**src/rtl/hb_decim_pkg.sv**
```systemverilog
package hb_decim_pkg;
  localparam int HB_DATA_W    = 18;
  localparam int HB_COEF_W    = 16;
  localparam int HB_NUM_TAPS  = 11;
  localparam int HB_FRAC_DROP = 15;

  // off-centre nonzero taps, outermost first (h[0], h[2], h[4])
  function automatic logic signed [HB_COEF_W-1:0] hb_pair_coef(input int idx);
    case (idx)
      0:       hb_pair_coef = 16'sd292;
      1:       hb_pair_coef = -16'sd1851;
      default: hb_pair_coef = 16'sd9755;
    endcase
  endfunction
endpackage

```
**src/rtl/hb_tap_line.sv**
```systemverilog
module hb_tap_line #(
  parameter int DATA_W   = 18,
  parameter int NUM_TAPS = 11,
  localparam int NPAIR   = (NUM_TAPS + 1) / 4,
  localparam int CENTER  = (NUM_TAPS - 1) / 2
) (
  input  logic                          clk_i,
  input  logic                          rst_ni,
  input  logic                          shift_i,
  input  logic [DATA_W-1:0]             data_i,
  output logic [NPAIR-1:0][DATA_W-1:0]  near_o,
  output logic [NPAIR-1:0][DATA_W-1:0]  far_o,
  output logic [DATA_W-1:0]             mid_o
);
  logic [NUM_TAPS-1:0][DATA_W-1:0] stage_q;

  always_ff @(posedge clk_i or negedge rst_ni) begin
    if (!rst_ni)      stage_q[0] <= '0;
    else if (shift_i) stage_q[0] <= data_i;
  end

  for (genvar s = 1; s < NUM_TAPS; s++) begin : g_stage
    always_ff @(posedge clk_i or negedge rst_ni) begin
      if (!rst_ni)      stage_q[s] <= '0;
      else if (shift_i) stage_q[s] <= stage_q[s-1];
    end
  end

  for (genvar p = 0; p < NPAIR; p++) begin : g_pair
    assign near_o[p] = stage_q[2*p];
    assign far_o[p]  = stage_q[NUM_TAPS-1-2*p];
  end

  assign mid_o = stage_q[CENTER];
endmodule

```
**src/rtl/hb_seq.sv**
```systemverilog
module hb_seq #(
  parameter int NPAIR   = 3,
  localparam int STEP_W = (NPAIR > 1) ? $clog2(NPAIR) : 1
) (
  input  logic              clk_i,
  input  logic              rst_ni,
  input  logic              valid_i,
  output logic              busy_o,
  output logic              first_o,
  output logic              last_o,
  output logic [STEP_W-1:0] step_o
);
  logic              phase_q;
  logic              busy_q;
  logic [STEP_W-1:0] step_q;
  logic              start;
  logic              at_last;

  assign start   = valid_i && phase_q;
  assign at_last = busy_q && (step_q == STEP_W'(NPAIR - 1));

  always_ff @(posedge clk_i or negedge rst_ni) begin
    if (!rst_ni)      phase_q <= 1'b0;
    else if (valid_i) phase_q <= ~phase_q;
  end

  always_ff @(posedge clk_i or negedge rst_ni) begin
    if (!rst_ni) begin
      busy_q <= 1'b0;
      step_q <= '0;
    end else if (start) begin
      busy_q <= 1'b1;
      step_q <= '0;
    end else if (busy_q) begin
      busy_q <= !at_last;
      step_q <= at_last ? '0 : step_q + 1'b1;
    end
  end

  assign busy_o  = busy_q;
  assign first_o = busy_q && (step_q == '0);
  assign last_o  = at_last;
  assign step_o  = step_q;


  input_gap_chk: assert property (@(posedge clk_i) disable iff (!rst_ni)
    (busy_q && !at_last) |-> !valid_i);

  odd_input_idle_chk: assert property (@(posedge clk_i) disable iff (!rst_ni)
    (valid_i && !phase_q) |=> !busy_q);

  start_src_chk: assert property (@(posedge clk_i) disable iff (!rst_ni)
    $rose(busy_q) |-> $past(valid_i));
endmodule

```
**src/rtl/hb_mac.sv**
```systemverilog
module hb_mac
  import hb_decim_pkg::*;
#(
  parameter int DATA_W    = 18,
  parameter int COEF_W    = 16,
  parameter int NUM_TAPS  = 11,
  parameter int FRAC_DROP = 15,
  localparam int NPAIR    = (NUM_TAPS + 1) / 4,
  localparam int STEP_W   = (NPAIR > 1) ? $clog2(NPAIR) : 1,
  localparam int PRE_W    = DATA_W + 1,
  localparam int PROD_W   = PRE_W + COEF_W,
  localparam int ACC_W    = PROD_W + $clog2(NPAIR + 1),
  localparam int MID_SHL  = COEF_W - 2
) (
  input  logic                          clk_i,
  input  logic                          rst_ni,
  input  logic [NPAIR-1:0][DATA_W-1:0]  near_i,
  input  logic [NPAIR-1:0][DATA_W-1:0]  far_i,
  input  logic [DATA_W-1:0]             mid_i,
  input  logic                          busy_i,
  input  logic                          first_i,
  input  logic                          last_i,
  input  logic [STEP_W-1:0]             step_i,
  output logic                          valid_o,
  output logic [DATA_W-1:0]             data_o
);
  logic signed [PRE_W-1:0]  pre_sum [NPAIR];
  logic signed [PRE_W-1:0]  pre_sel;
  logic signed [COEF_W-1:0] coef_sel;
  logic signed [PROD_W-1:0] prod;
  logic signed [ACC_W-1:0]  prod_ext;
  logic signed [ACC_W-1:0]  mid_term;
  logic signed [ACC_W-1:0]  acc_base;
  logic signed [ACC_W-1:0]  acc_nxt;
  logic signed [ACC_W-1:0]  acc_q;
  logic [DATA_W-1:0]        data_q;
  logic                     valid_q;

  for (genvar p = 0; p < NPAIR; p++) begin : g_preadd
    assign pre_sum[p] = $signed({near_i[p][DATA_W-1], near_i[p]})
                      + $signed({far_i[p][DATA_W-1], far_i[p]});
  end

  assign pre_sel  = pre_sum[step_i];
  assign coef_sel = hb_pair_coef(int'(step_i));
  assign prod     = pre_sel * coef_sel;
  assign prod_ext = ACC_W'(prod);
  // centre coefficient 0.5 in Q15 == 1 << (COEF_W-2)
  assign mid_term = ACC_W'($signed(mid_i)) <<< MID_SHL;
  assign acc_base = first_i ? mid_term : acc_q;
  assign acc_nxt  = acc_base + prod_ext;

  always_ff @(posedge clk_i or negedge rst_ni) begin
    if (!rst_ni)     acc_q <= '0;
    else if (busy_i) acc_q <= acc_nxt;
  end

  always_ff @(posedge clk_i or negedge rst_ni) begin
    if (!rst_ni) begin
      valid_q <= 1'b0;
      data_q  <= '0;
    end else begin
      valid_q <= last_i;
      // floor + wrap: drop low bits, keep DATA_W
      if (last_i) data_q <= acc_nxt[FRAC_DROP +: DATA_W];
    end
  end

  assign valid_o = valid_q;
  assign data_o  = data_q;


  out_pulse_chk: assert property (@(posedge clk_i) disable iff (!rst_ni)
    valid_q |=> !valid_q);

  out_hold_chk: assert property (@(posedge clk_i) disable iff (!rst_ni)
    !valid_q |-> $stable(data_q));
endmodule

```
**src/rtl/hb_decim_serial.sv**
```systemverilog
module hb_decim_serial
  import hb_decim_pkg::*;
#(
  parameter int DATA_W    = HB_DATA_W,
  parameter int COEF_W    = HB_COEF_W,
  parameter int NUM_TAPS  = HB_NUM_TAPS,
  parameter int FRAC_DROP = HB_FRAC_DROP,
  localparam int NPAIR    = (NUM_TAPS + 1) / 4,
  localparam int STEP_W   = (NPAIR > 1) ? $clog2(NPAIR) : 1
) (
  input  logic              clk_i,
  input  logic              rst_ni,
  input  logic              valid_i,
  input  logic [DATA_W-1:0] data_i,
  output logic              valid_o,
  output logic [DATA_W-1:0] data_o
);
  logic [NPAIR-1:0][DATA_W-1:0] near_taps;
  logic [NPAIR-1:0][DATA_W-1:0] far_taps;
  logic [DATA_W-1:0]            mid_tap;
  logic                         busy;
  logic                         first;
  logic                         last;
  logic [STEP_W-1:0]            step;

  hb_tap_line #(.DATA_W(DATA_W), .NUM_TAPS(NUM_TAPS)) u_taps (
    .clk_i   (clk_i),
    .rst_ni  (rst_ni),
    .shift_i (valid_i),
    .data_i  (data_i),
    .near_o  (near_taps),
    .far_o   (far_taps),
    .mid_o   (mid_tap)
  );

  hb_seq #(.NPAIR(NPAIR)) u_seq (
    .clk_i   (clk_i),
    .rst_ni  (rst_ni),
    .valid_i (valid_i),
    .busy_o  (busy),
    .first_o (first),
    .last_o  (last),
    .step_o  (step)
  );

  hb_mac #(
    .DATA_W    (DATA_W),
    .COEF_W    (COEF_W),
    .NUM_TAPS  (NUM_TAPS),
    .FRAC_DROP (FRAC_DROP)
  ) u_mac (
    .clk_i   (clk_i),
    .rst_ni  (rst_ni),
    .near_i  (near_taps),
    .far_i   (far_taps),
    .mid_i   (mid_tap),
    .busy_i  (busy),
    .first_i (first),
    .last_i  (last),
    .step_i  (step),
    .valid_o (valid_o),
    .data_o  (data_o)
  );


  last_to_out_chk: assert property (@(posedge clk_i) disable iff (!rst_ni)
    last |=> valid_o);

  out_from_seq_chk: assert property (@(posedge clk_i) disable iff (!rst_ni)
    valid_o |-> $past(last));
endmodule

```
**config.mk**
```make
export PLATFORM = sky130hd
export DESIGN_NAME = hb_decim_serial
export DESIGN_NICKNAME = d
export VERILOG_FILES = /design/src/rtl/hb_decim_pkg.sv /design/src/rtl/hb_tap_line.sv /design/src/rtl/hb_seq.sv /design/src/rtl/hb_mac.sv /design/src/rtl/hb_decim_serial.sv
export SDC_FILE = /design/constraint.sdc
export NUM_CORES = 1
export LEC_CHECK = 0
export BUFFER_PORTS_ARGS = -buffer_cell sky130_fd_sc_hd__clkbuf_2
export CORE_MARGIN = 2
export CORE_UTILIZATION = 55
export DETAILED_ROUTE_END_ITERATION = 10
export PLACE_DENSITY = 0.74
export SYNTH_ARGS = -nofsm -noshare
export SYNTH_HDL_FRONTEND = slang
export SYNTH_SLANG_ARGS = --single-unit
```
**constraint.sdc**
```tcl
create_clock -name clk_i -period 8 [get_ports clk_i]
set_input_delay 1.2 -clock clk_i [delete_from_list [all_inputs] [get_ports clk_i]]
set_output_delay 1.2 -clock clk_i [all_outputs]
set_load 0.02 [all_outputs]
```
==> reports/metrics.yaml <==
grtUsageTotal_pct: 27.6
synthArstFlopShare_pct: 100
critPathMaxFanout: 3
syn_inst: 2103
netlist_area_sq_um: 23100
critPathLaunch: "u_taps.near_o[18]$_DFFE_PN0P_"
grt_pass1_wl_um: 92400
drtIter0Drc: 942
wl_per_cell_um: 19.7
nets: 2826
synthFlopType: "dfrtp_1"
fmax_ghz: 0.123
overflow: 0
register_area_sq_um: 6360
synth_cell_type_count: 77
yosys-top-cells-area: "dfrtp_1, fa_1, mux2_2"
fin_skew_ns: 0.0430
rsz0062_at_grt: "true"
nFillCells: 3353
yosysTopAreaCell: "dfrtp_1"
fin_crit_sh_pct: 101
routed.top_layer: "met4"
numCtsBuffers: 28
avgSynthCellArea_sq_um: 11.0
multi_input_area_sq_um: 15400
core_sq_um: 41700
status: "finished, violations left"
end_kind: "register"
synth_most_common_cell: "inv_1"
totalWireLength_um: 57000
synth_edf_count: 0
dp_hpwl_um: 46600
syn2layout_area_growth_pct: 16.4
slew_headroom_pct: 37.7
yosysTopAreaCellShare_pct: 27.6
synth.yosys.warnings: 0
setup_viol: 4
boundaryPins: 40
io_buffers: 39
post-route-drc-count: 0
cts_root_buffer: "clkbuf_16"
slew_violations: 0
n_antenna_cell: 0
ant_nets: 0
max_stage_delay_ns: 0.57
clk_latency_ns: 0.60
die_h_um: 209
critPathKind: "register to register"
violations: "setup timing"
ys_seq_area_share_pct: 27.6
tightest_slew_ns: 0.935
cpMostUsedCell: "fa_1"
clk_pin_slew_ns: 0.06
route.vias.total: 15442
synth_common_cells: "inv_1, fa_1, dfrtp_1"
hold_class: "register to register"
wl_met3_um: 1880
via_per_inst: 5.35
arrival_ns: 8.54
wl_met1_um: 24200
timing.rr.start: "u_taps.near_o[18]$_DFFE_PN0P_"
synth_nets: 2598
drive_above_1_share_pct: 29.2
dieArea_sq_um: 43600
hold_violations: 0
tritoncts: "yes"
die_w_um: 209
cts_hold_repair.buffers: 0
synth_seq_cells: 254
max_cap_viol_count: 0
htreeDepth: 1
hp-start: "u_taps.stage_q[129]$_DFFE_PN0P_"
dr_wl_met2_um: 28700
initial_core_util_pct: 55.3
numClockSinks: 254
cts.path.max_buffers: 3
antenna_found_initial: 0
drtPass1Iterations: 5
required_ns: 8.43
tns_ns: -0.242
start_kind: "register"
grt_max_degree: 172
final.setup.worst_slack_ns: -0.104
crit_slowest_cell: "fa_1"
std_cell_rows: 75
min_period_ns: 8.10
grt_pass1_vias: 17330
utilization_pct: 64.4
place_congestion: 0.950
[registers in the layout, summed over array words and instances, names as in the netlist]
name and cells:
u_taps.mid_o 18, u_taps.stage_q 72, u_mac.data_o 18, u_seq.step_o 2
u_seq.phase_q 1, u_taps.far_o 54, u_mac.acc_q 33, u_mac.valid_o 1
u_taps.near_o 54, u_seq.busy_o 1
[worst max-delay path: cells and delay by family (launching register included)]
family	cells	cell delay, ns
AOI/OAI and AO/OA	10	1.86
xor gates and xnor gates	2	0.47
muxes	1	0.11
buffers and inverters	5	0.45
adders and majority gates	9	3.62
DFF	1	0.39
and+or+nand+nor	6	1.03
[layout by cell type (no fill, tap or decap), drive strengths merged, types with 48 or more instances in the layout]
| cell type | netlist | routed |
|---|---|---|
| ha | 174 | 174 |
| mux2 | 226 | 226 |
| xnor2 | 56 | 56 |
| clkbuf | 61 | 72 |
| nor2 | 48 | 48 |
| inv | 395 | 396 |
| o21ai | 85 | 85 |
| nand2 | 123 | 123 |
| a21oi | 73 | 73 |
| fa | 300 | 300 |
| buf | 9 | 230 |
| dfrtp | 254 | 254 |
[timing repair]
item / 4_1_cts / 5_1_grt
resized for setup: 45 / 87
pin swaps: 35 / 63
endpoints found under the setup margin: 24 / 24
setup buffers: 6 / 15
[layout make-up]
type	instances	share of cell area [%]
Multi-Input combinational cell	1383	57.4
Sequential cell	254	23.7
Timing Repair Buffer	268	7.37
Inverter	396	5.55
Clock buffer	34	2.81
Tap cell	539	2.51
Clock inverter	15	0.634
[kinds of logic after synthesis]
| family | Yosys count | synth area share (%) |
|---|---|---|
| xor gates and xnor gates | 84 | 3.22 |
| DFF | 254 | 27.6 |
| and+or+nand+nor | 320 | 6.86 |
| other | 1 | 0.0163 |
| adders and majority gates | 474 | 35.5 |
| muxes | 233 | 11.3 |
| AOI/OAI and AO/OA | 271 | 7.72 |
| buffers and inverters | 466 | 7.76 |
[layer usage]
metal | vias to the layer above | GRT usage [%]
li1 | 7221 | -
met1 | 7866 | 35.2
met2 | 268 | 48.9
met3 | 87 | 2.74
met4 | 0 | 10.1
met5 | - | 0
[stage by stage]
stage / instances / cell area [sq um] / setup WS, ns / hold WS, ns
5_1_grt: 2889 / 26800 / -0.425 / 0.491
3_5_place_dp: 2821 / 25200 / -0.401 / 0.465
3_3_place_gp: 2821 / 25200 / -0.258 / 0.466
2_1_floorplan: 2103 / 23100 / 0.0596 / 0.446
6_report: 2889 / 26800 / -0.104 / 0.474
4_1_cts: 2876 / 26400 / 0.0000107 / 0.460
[worst paths after layout]
kind                                                      to  slack, ns  depth (start not counted)
worst max-delay path             u_mac.acc_q[30]$_DFFE_PN0P_      -0.10                         33
worst min-delay path            u_taps.far_o[21]$_DFFE_PN0P_       0.47                          1
worst max register to register   u_mac.acc_q[30]$_DFFE_PN0P_      -0.10                         33
worst min register to register  u_taps.far_o[21]$_DFFE_PN0P_       0.47                          1
max in group asynchronous       u_taps.far_o[33]$_DFFE_PN0P_       6.11                          2
min in group asynchronous       u_taps.near_o[2]$_DFFE_PN0P_       0.55                          1
Power is not shown: default switching activity piles up to over one toggle a cycle in this logic, so the estimate is an artifact.
